File: config.mk
export PLATFORM = sky130hd
export DESIGN_NAME = spdEeprom
export DESIGN_NICKNAME = d
export VERILOG_FILES = /design/src/rtl/spdEepromPkg.sv /design/src/rtl/spdBusCtrl.sv /design/src/rtl/spdDataPath.sv /design/src/rtl/spdEeprom.sv
export SDC_FILE = /design/constraint.sdc
export NUM_CORES = 2
export LEC_CHECK = 0
export BUFFER_PORTS_ARGS = -buffer_cell sky130_fd_sc_hd__buf_2
export CELL_PAD_IN_SITES_DETAIL_PLACEMENT = 1
export CELL_PAD_IN_SITES_GLOBAL_PLACEMENT = 1
export CORE_UTILIZATION = 45
export CTS_CLUSTER_SIZE = 40
export DETAILED_ROUTE_END_ITERATION = 10
export HOLD_SLACK_MARGIN = 0.05
export PLACE_DENSITY = 0.76
export SYNTH_ARGS = -nofsm -noshare
export SYNTH_HDL_FRONTEND = slang
export SYNTH_HIERARCHICAL = 1
export SYNTH_SLANG_ARGS = --single-unit
File: constraint.sdc
create_clock -name clk -period 11.45 [get_ports clk]
set_input_delay 3.435 -clock clk [delete_from_list [all_inputs] [get_ports clk]]
set_output_delay 3.435 -clock clk [all_outputs]
set_load 0.05 [all_outputs]
File: src/rtl/spdEepromPkg.sv
package spdEepromPkg;

  typedef enum logic [3:0] {
    S_IDLE,
    S_ADDR,
    S_AACK,
    S_WORD,
    S_WACK,
    S_WDATA,
    S_DACK,
    S_RDATA,
    S_RACK
  } busState_t;

  typedef struct packed {
    logic shiftIn;
    logic rxBit;
    logic loadPtr;
    logic writeByte;
    logic loadTx;
    logic shiftOut;
  } spdStrobes_t;

endpackage

File: src/rtl/spdBusCtrl.sv
module spdBusCtrl
  import spdEepromPkg::*;
#(
  parameter int STRAP_W = 3,
  parameter logic [6-STRAP_W:0] DEV_TYPE = 4'b1010
) (
  input  logic               clk,
  input  logic               rstN,
  input  logic               scl,
  input  logic               sdaIn,
  input  logic [STRAP_W-1:0] strap,
  input  logic [7:0]         rxByte,
  input  logic               txMsb,
  output spdStrobes_t        stb,
  output logic               sdaOe
);

  busState_t state;
  logic [3:0] bitCnt;
  logic sclQ, sclPrev, sdaQ, sdaPrev;
  logic sclRise, sclFall, startSeen, stopSeen;
  logic rxState, byteFull, addrHit;

  assign sclRise   = sclQ & ~sclPrev;
  assign sclFall   = ~sclQ & sclPrev;
  assign startSeen = sclQ & sclPrev & sdaPrev & ~sdaQ;
  assign stopSeen  = sclQ & sclPrev & ~sdaPrev & sdaQ;
  assign rxState   = (state == S_ADDR) || (state == S_WORD) || (state == S_WDATA);
  assign byteFull  = (bitCnt == 4'd8);
  assign addrHit   = (rxByte[7:1] == {DEV_TYPE, strap});

  always_ff @(posedge clk) begin
    if (!rstN) begin
      sclQ    <= 1'b1;
      sclPrev <= 1'b1;
      sdaQ    <= 1'b1;
      sdaPrev <= 1'b1;
      state   <= S_IDLE;
      bitCnt  <= '0;
    end else begin
      sclQ    <= scl;
      sclPrev <= sclQ;
      sdaQ    <= sdaIn;
      sdaPrev <= sdaQ;
      if (startSeen) begin
        state  <= S_ADDR;
        bitCnt <= '0;
      end else if (stopSeen) begin
        state  <= S_IDLE;
      end else begin
        case (state)
          S_ADDR, S_WORD, S_WDATA: begin
            if (sclRise && !byteFull) begin
              bitCnt <= bitCnt + 4'd1;
            end else if (sclFall && byteFull) begin
              bitCnt <= '0;
              if (state == S_ADDR)      state <= addrHit ? S_AACK : S_IDLE;
              else if (state == S_WORD) state <= S_WACK;
              else                      state <= S_DACK;
            end
          end
          S_AACK:         if (sclFall) state <= rxByte[0] ? S_RDATA : S_WORD;
          S_WACK, S_DACK: if (sclFall) state <= S_WDATA;
          S_RDATA: begin
            if (sclRise) begin
              bitCnt <= bitCnt + 4'd1;
            end else if (sclFall && byteFull) begin
              bitCnt <= '0;
              state  <= S_RACK;
            end
          end
          S_RACK: begin
            if (sclRise && sdaQ) state <= S_IDLE;
            else if (sclFall)    state <= S_RDATA;
          end
          default: state <= S_IDLE;
        endcase
      end
    end
  end

  always_comb begin
    stb.rxBit     = sdaQ;
    stb.shiftIn   = rxState && sclRise && !byteFull;
    stb.loadPtr   = (state == S_WORD) && sclFall && byteFull;
    stb.writeByte = (state == S_WDATA) && sclFall && byteFull;
    stb.loadTx    = ((state == S_ADDR) && sclFall && byteFull && addrHit && rxByte[0])
                 || ((state == S_RACK) && sclRise && !sdaQ);
    stb.shiftOut  = (state == S_RDATA) && sclFall && !byteFull;
  end

  assign sdaOe = (state == S_AACK) || (state == S_WACK) || (state == S_DACK)
              || ((state == S_RDATA) && !txMsb);

endmodule

File: src/rtl/spdDataPath.sv
module spdDataPath
  import spdEepromPkg::*;
#(
  parameter int ADDR_W     = 8,
  parameter int LOCK_BYTES = 128,
  parameter int CSUM_POS   = 63
) (
  input  logic              clk,
  input  logic              rstN,
  input  spdStrobes_t       stb,
  input  logic              loadEn,
  input  logic [ADDR_W-1:0] loadAddr,
  input  logic [7:0]        loadData,
  output logic [7:0]        rxByte,
  output logic              txMsb,
  output logic [ADDR_W-1:0] ptrVal,
  output logic              csumOk
);

  localparam int DEPTH = 1 << ADDR_W;
  localparam logic [ADDR_W-1:0] LOCK_LIM = ADDR_W'(LOCK_BYTES);

  logic [7:0] mem [DEPTH];
  logic [7:0] txReg;
  logic [7:0] sumAcc;

  always_ff @(posedge clk) begin
    if (!rstN) begin
      rxByte <= '0;
      txReg  <= 8'hFF;
      ptrVal <= '0;
    end else begin
      if (stb.shiftIn) rxByte <= {rxByte[6:0], stb.rxBit};
      if (stb.loadTx)        txReg <= mem[ptrVal];
      else if (stb.shiftOut) txReg <= {txReg[6:0], 1'b1};
      if (stb.loadPtr)                      ptrVal <= rxByte[ADDR_W-1:0];
      else if (stb.writeByte || stb.loadTx) ptrVal <= ptrVal + ADDR_W'(1);
    end
  end

  // Array contents are not reset: they model non-volatile storage.
  always_ff @(posedge clk) begin
    if (loadEn)
      mem[loadAddr] <= loadData;
    else if (rstN && stb.writeByte && (ptrVal >= LOCK_LIM))
      mem[ptrVal] <= rxByte;
  end

  always_comb begin
    sumAcc = '0;
    for (int i = 0; i < CSUM_POS; i++) sumAcc = sumAcc + mem[i];
  end

  assign csumOk = (sumAcc == mem[CSUM_POS]);
  assign txMsb  = txReg[7];

endmodule

File: src/rtl/spdEeprom.sv
module spdEeprom
  import spdEepromPkg::*;
#(
  parameter int ADDR_W     = 8,
  parameter int LOCK_BYTES = 128,
  parameter int CSUM_POS   = 63,
  parameter int STRAP_W    = 3,
  parameter logic [6-STRAP_W:0] DEV_TYPE = 4'b1010
) (
  input  logic               clk,
  input  logic               rstN,
  input  logic               scl,
  input  logic               sdaIn,
  output logic               sdaOe,
  input  logic [STRAP_W-1:0] strap,
  input  logic               loadEn,
  input  logic [ADDR_W-1:0]  loadAddr,
  input  logic [7:0]         loadData,
  output logic               csumOk
);

  spdStrobes_t stb;
  logic [7:0] rxByte;
  logic txMsb;
  logic [ADDR_W-1:0] ptrVal;

  spdBusCtrl #(.STRAP_W(STRAP_W), .DEV_TYPE(DEV_TYPE)) u_ctrl (
    .clk(clk), .rstN(rstN), .scl(scl), .sdaIn(sdaIn), .strap(strap),
    .rxByte(rxByte), .txMsb(txMsb), .stb(stb), .sdaOe(sdaOe)
  );

  spdDataPath #(.ADDR_W(ADDR_W), .LOCK_BYTES(LOCK_BYTES), .CSUM_POS(CSUM_POS)) u_dp (
    .clk(clk), .rstN(rstN), .stb(stb), .loadEn(loadEn), .loadAddr(loadAddr),
    .loadData(loadData), .rxByte(rxByte), .txMsb(txMsb), .ptrVal(ptrVal),
    .csumOk(csumOk)
  );

endmodule

# Word-level counts from Yosys, hierarchy flattened
# Memory sizes are Yosys's and may differ from the RTL's. A register that Yosys moved wholly into a read port is not among the register bits.
# Cells that the tools add are included.
# totals
memories	1
wordCells	188
output_inout_bits	2
ramBits	2048
regBits	36
# op_classes
n_eq_ne	25
add_sub_neg	64
n_reduce_logical	41
bitwise_logic	13
mux	33
order_cmp	1
# mem_list
memory	words	width	rd	rd_ports_with_merged_regs	write_ports	line_no	source
u_dp.mem	256	8	65	1	1	spdDataPath.sv:23	logic [7:0] mem [DEPTH];
# ops
operator	n
8-bit adder	62
8-bit 2-to-1 mux	8
4-bit 2-to-1 mux	12
1-bit logical AND	20
4-bit one-hot mux with 5 select lines	1
4-bit by 3-bit equality test with 1-bit output, second input constant	4
4-bit by 1-bit inequality test with 1-bit output, second input constant	4
7-bit AND reduction	2
8-bit by 1-bit adder with 8-bit output, second input constant	1
4-bit by 2-bit equality test with 1-bit output, second input constant	2
4-bit equality test, second input constant	2
8-bit equality test	1
8-bit >= comparator, second input constant	1
1-bit 2-to-1 mux	8
2-bit by 1-bit inequality test with 1-bit output, second input constant	4
4-bit one-hot mux with 2 select lines	1
8-bit OR reduction	1
1-bit AND	7
7-bit equality test	1
1-bit logical OR	7
1-bit inverter	6
2-bit nonzero test	3
3-bit OR reduction	2
5-bit by 1-bit inequality test with 1-bit output, second input constant	1
11 further kinds	16

# Longest topological paths before layout
# An unclocked memory read counts as a cell.
# depth
ltp_word	64
mapped_depth	23
depth_no_buf	23

# Cells and area by module
# The synthesis kept the hierarchy.
# by_module_without_submodules
mod	instances	area_per_inst_um2	seq_area_each_um2	cells_each
spdDataPath	1	91162.4	62139.6	4553
spdBusCtrl	1	880.8	240.2	108

# Worst setup path after synthesis
# OpenSTA, ideal clock, no wires.
# synth_timing
kind	register -> output
start	memory u_dp.mem[12][2]
end	output csumOk
n_path_buf	0
path_stages_with_launch	22
slack_ns	0.586
arrival_time_ns	7.429
cell_sequence	edfxtp_1 > fa_1 > inv_1 > fa_1 > fa_1 > fa_1 > inv_1 > fa_1 > fa_1 > inv_1 > fa_1 > fa_1 > fa_1 > inv_1 > ha_1 > a21o_1 > a21oi_1 > o21bai_1 > a21oi_1 > xnor2_1 > xnor3_1 > nor3_1
# synth_rtl
element	line_no	source
start, declared	spdDataPath.sv:23	
end, declared	spdEeprom.sv:19	output logic csumOk

==> impl_metrics.toml <==
[synthesis]
ys_seq_area_frac = 0.678
synth_flop_cell = "edfxtp_1"
synth_cell_types = 74
syn_area_per_cell_sq_um = 19.7
synth_fp_nets = 5100
synthTopCellsByArea = "edfxtp_1, mux4_2, fa_1"
netlist.area_leader.share = 0.668
synth_edf_count = 2048
syn_inst = 4661
synth_seq_cells = 2092
synth_most_common_cell = "edfxtp_1"
yosysWarnings = 6
synthTopCellsByCount = "edfxtp_1, mux4_2, fa_1"
synth_area_sq_um = 92000
synthArstFlopShare = 0
synth_area_leader_cell = "edfxtp_1"

[routing]
num_vias = 47100
routed_wl_mm = 258
antenna_left = 0
first_pass_iters = 5
via_per_inst = 6.17
drc = 0
wl_per_cell_um = 33.8
drt_iter0_drc = 5881

[floorplanning]
dieArea_sq_um = 206000
fp.coreArea_sq_um = 203000
fp-row-count = 165
start_util = 0.454
pin_count = 26
dieHeight_um = 454
die_w_um = 454

[clocking]
cts_max_path_buffers = 3
insertion_delay_ns = 0.86
cts_max_level = 4
cts_inserted_buffers = 206
clockRootBuffer = "clkbuf_16"
cts_tree = "done"
cts_sinks = 2092
cts.clk_slew.worst_paths_ns = 0.06

[worst_setup_path]
crit_top_cell = "fa_1"
critical_path_buf_inv_count = 3
required_ns = 8.02
slowest_stage = "fa_1"
reg2reg_slack_ns = 5.61
r2r-end = "u_dp/mem[39][6]"
worstSetupPathType = "flop to primary output"
rr_worst_depth = 11
endpoint_kind = "primary output"
endpoint = "csumOk"
regToRegStartpoint = "u_ctrl/bitCnt[0]"
path_depth = 20
startpoint = "u_dp/mem[18][3]"
path_delay_family = "adder cells"
crit_arrival_ns = 7.78
cpPeakStageDelay_ns = 0.62
critPathMaxFanout = 2
cp-start-kind = "flop"
crit_chain = "fa_1, inv_1, fa_1, fa_1, fa_1, fa_1, fa_1, fa_1, fa_1, fa_1, inv_1, ha_1, a21o_1, a21oi_2, o21bai_1, a21oi_1, xnor2_1, xnor3_1, nor3_2, buf_6"

[job]
maxCapViolCount = 0

[cells_and_area]
area_growth_pct = 10.9
layout-drive-gt1-share = 0.214
nFillCells = 18300
fin_area_sq_um = 102000
nets = 5222

[place]
dpl.hpwl_mm = 167
io_buffers = 25
dpl_cell_area_sq_um = 95300
place.gp.congestion = 0.883

[sta]
maxSlewHeadroom = 0.116
finClkSkew_ns = 0.0474
finalSetupTns_ns = 0
slew_viol_final = 0
final.period_utilization = 0.980
min_period_ns = 11.22
finalSetupViolations = 0
rsz0062_at_grt = "false"
tightest_slew_ns = 1.32
fmax_mhz = 89.1
hold_viol_final = 0

[global_route]
first_global_vias = 49800
track_usage = 0.252
grt_overflow = 0
grt_pass1_wl_mm = 368
antenna_found_initial = 4
grt_start_max_net_pins = 225

[pwr]
p_leak_uw = 0.0322
power.density_nw_per_um2 = 157
peakVddDrop_uv = 126

[run_status]
outcome = "complete, no violations"

[hold_path]
hold_class = "flop to flop"
## timing repair
| item | CTS | global route |
|---|---|---|
| pin swaps | 4 | 7 |
| gates resized for setup | 3 | 14 |
| hold buffers | 0 | 0 |
| gates cloned | 0 | 0 |
| setup buffers | 0 | 9 |
| endpoints found under the setup margin | 1 | 1 |
## logic make-up (layout without fill, tap and decap cells)
logic type	count (synthesis)	after routing	synth area share
and+or+nand+nor	578	578	0.0275
DFF	2092	2092	0.678
other	0	1	0
xor gates and xnor gates	141	141	0.0142
buffers and inverters	545	842	0.0257
AOI/OAI and AO/OA	225	225	0.0170
muxes	665	665	0.151
adders and majority gates	415	415	0.0865
## power breakdown
group          internal, uW  leakage, uW  switching (uW)
sequential             8420       0.0188            9.53
clock                  3710      0.00323            2980
combinational           380       0.0102             550
total                 12500       0.0322            3540
## stage by stage
step	util	cells	setup WS, ns	power [uW]	hold WS, ns
floorplan	-	4661	0.586	9250	0.438
global placement	0.470	7238	0.732	9450	0.456
detailed placement	0.470	7238	0.637	9480	0.465
CTS	0.503	7621	0.0342	16100	0.481
global route	0.504	7630	0.00572	16500	0.518
finish	0.504	7631	0.232	16100	0.474
## per-layer routing
| metal | up-vias | GRT usage | wire length, um | part of all wire |
|---|---|---|---|---|
| met3 | 506 | 0.0457 | 22900 | 0.089 |
| met5 | - | 0 | 11 | 0.000043 |
| met2 | 2604 | 0.405 | 125000 | 0.48 |
| li1 | 18400 | - | - | - |
| met4 | 2 | 0.0945 | 10500 | 0.041 |
| met1 | 25600 | 0.346 | 99500 | 0.39 |
## registers in the layout, summed over array words and instances (netlist names), named ones only
signal          cells
u_dp/mem         2048
u_ctrl/sdaQ         1
u_ctrl/sdaPrev      1
u_ctrl/bitCnt       4
u_ctrl/sclPrev      1
u_dp/ptrVal         8
u_ctrl/sclQ         1
u_dp/rxByte         8
u_ctrl/state        4
u_dp/txReg          8
## placed cells by master, fill, tap and decap left out, drive strengths merged, types with 6 or more instances in the layout
cell / count
a21oi: 47
a22o: 6
inv: 328
buf: 135
bufinv: 15
xnor2: 108
o211ai: 8
nor2b: 36
mux2i: 77
nand2b: 11
nand2: 152
o21ai: 28
nand3: 32
mux2: 7
nand3b: 9
xor2: 28
nor2: 286
clkinvlp: 9
mux4: 581
edfxtp: 2048
a31oi: 12
and2: 20
a211oi: 19
fa: 369
clkinv: 107
dfxtp: 44
a221oi: 7
ha: 46
nor3: 10
clkbuf: 248
a22oi: 50
## how the worst min path moves through the flow
| stage | cells after the start | slack [ns] | startpoint | end |
|---|---|---|---|---|
| 2_1_floorplan | 1 | 0.44 | u_ctrl/bitCnt[3] | u_ctrl/bitCnt[3] |
| 4_1_cts | 1 | 0.48 | u_ctrl/bitCnt[3] | u_ctrl/bitCnt[3] |
| 6_report | 1 | 0.47 | u_ctrl/bitCnt[3] | u_ctrl/bitCnt[3] |
| 3_3_place_gp | 1 | 0.46 | u_ctrl/bitCnt[3] | u_ctrl/bitCnt[3] |
| 5_1_grt | 1 | 0.52 | u_ctrl/bitCnt[3] | u_ctrl/bitCnt[3] |
| 3_5_place_dp | 1 | 0.47 | u_ctrl/bitCnt[3] | u_ctrl/bitCnt[3] |
## layout make-up
| class | count | area (sq um) | share of cell area |
|---|---|---|---|
| antenna | 1 | 2.50 | 0.0000245 |
| clock buffer | 248 | 5400 | 0.0529 |
| clock inverter | 135 | 1230 | 0.0121 |
| inverter | 324 | 1220 | 0.0119 |
| multi-input combinational | 2024 | 27400 | 0.269 |
| sequential | 2092 | 62400 | 0.611 |
| tap | 2672 | 3340 | 0.0328 |
| timing repair buffer | 135 | 1040 | 0.0102 |
(Power assumes the default switching activity.)
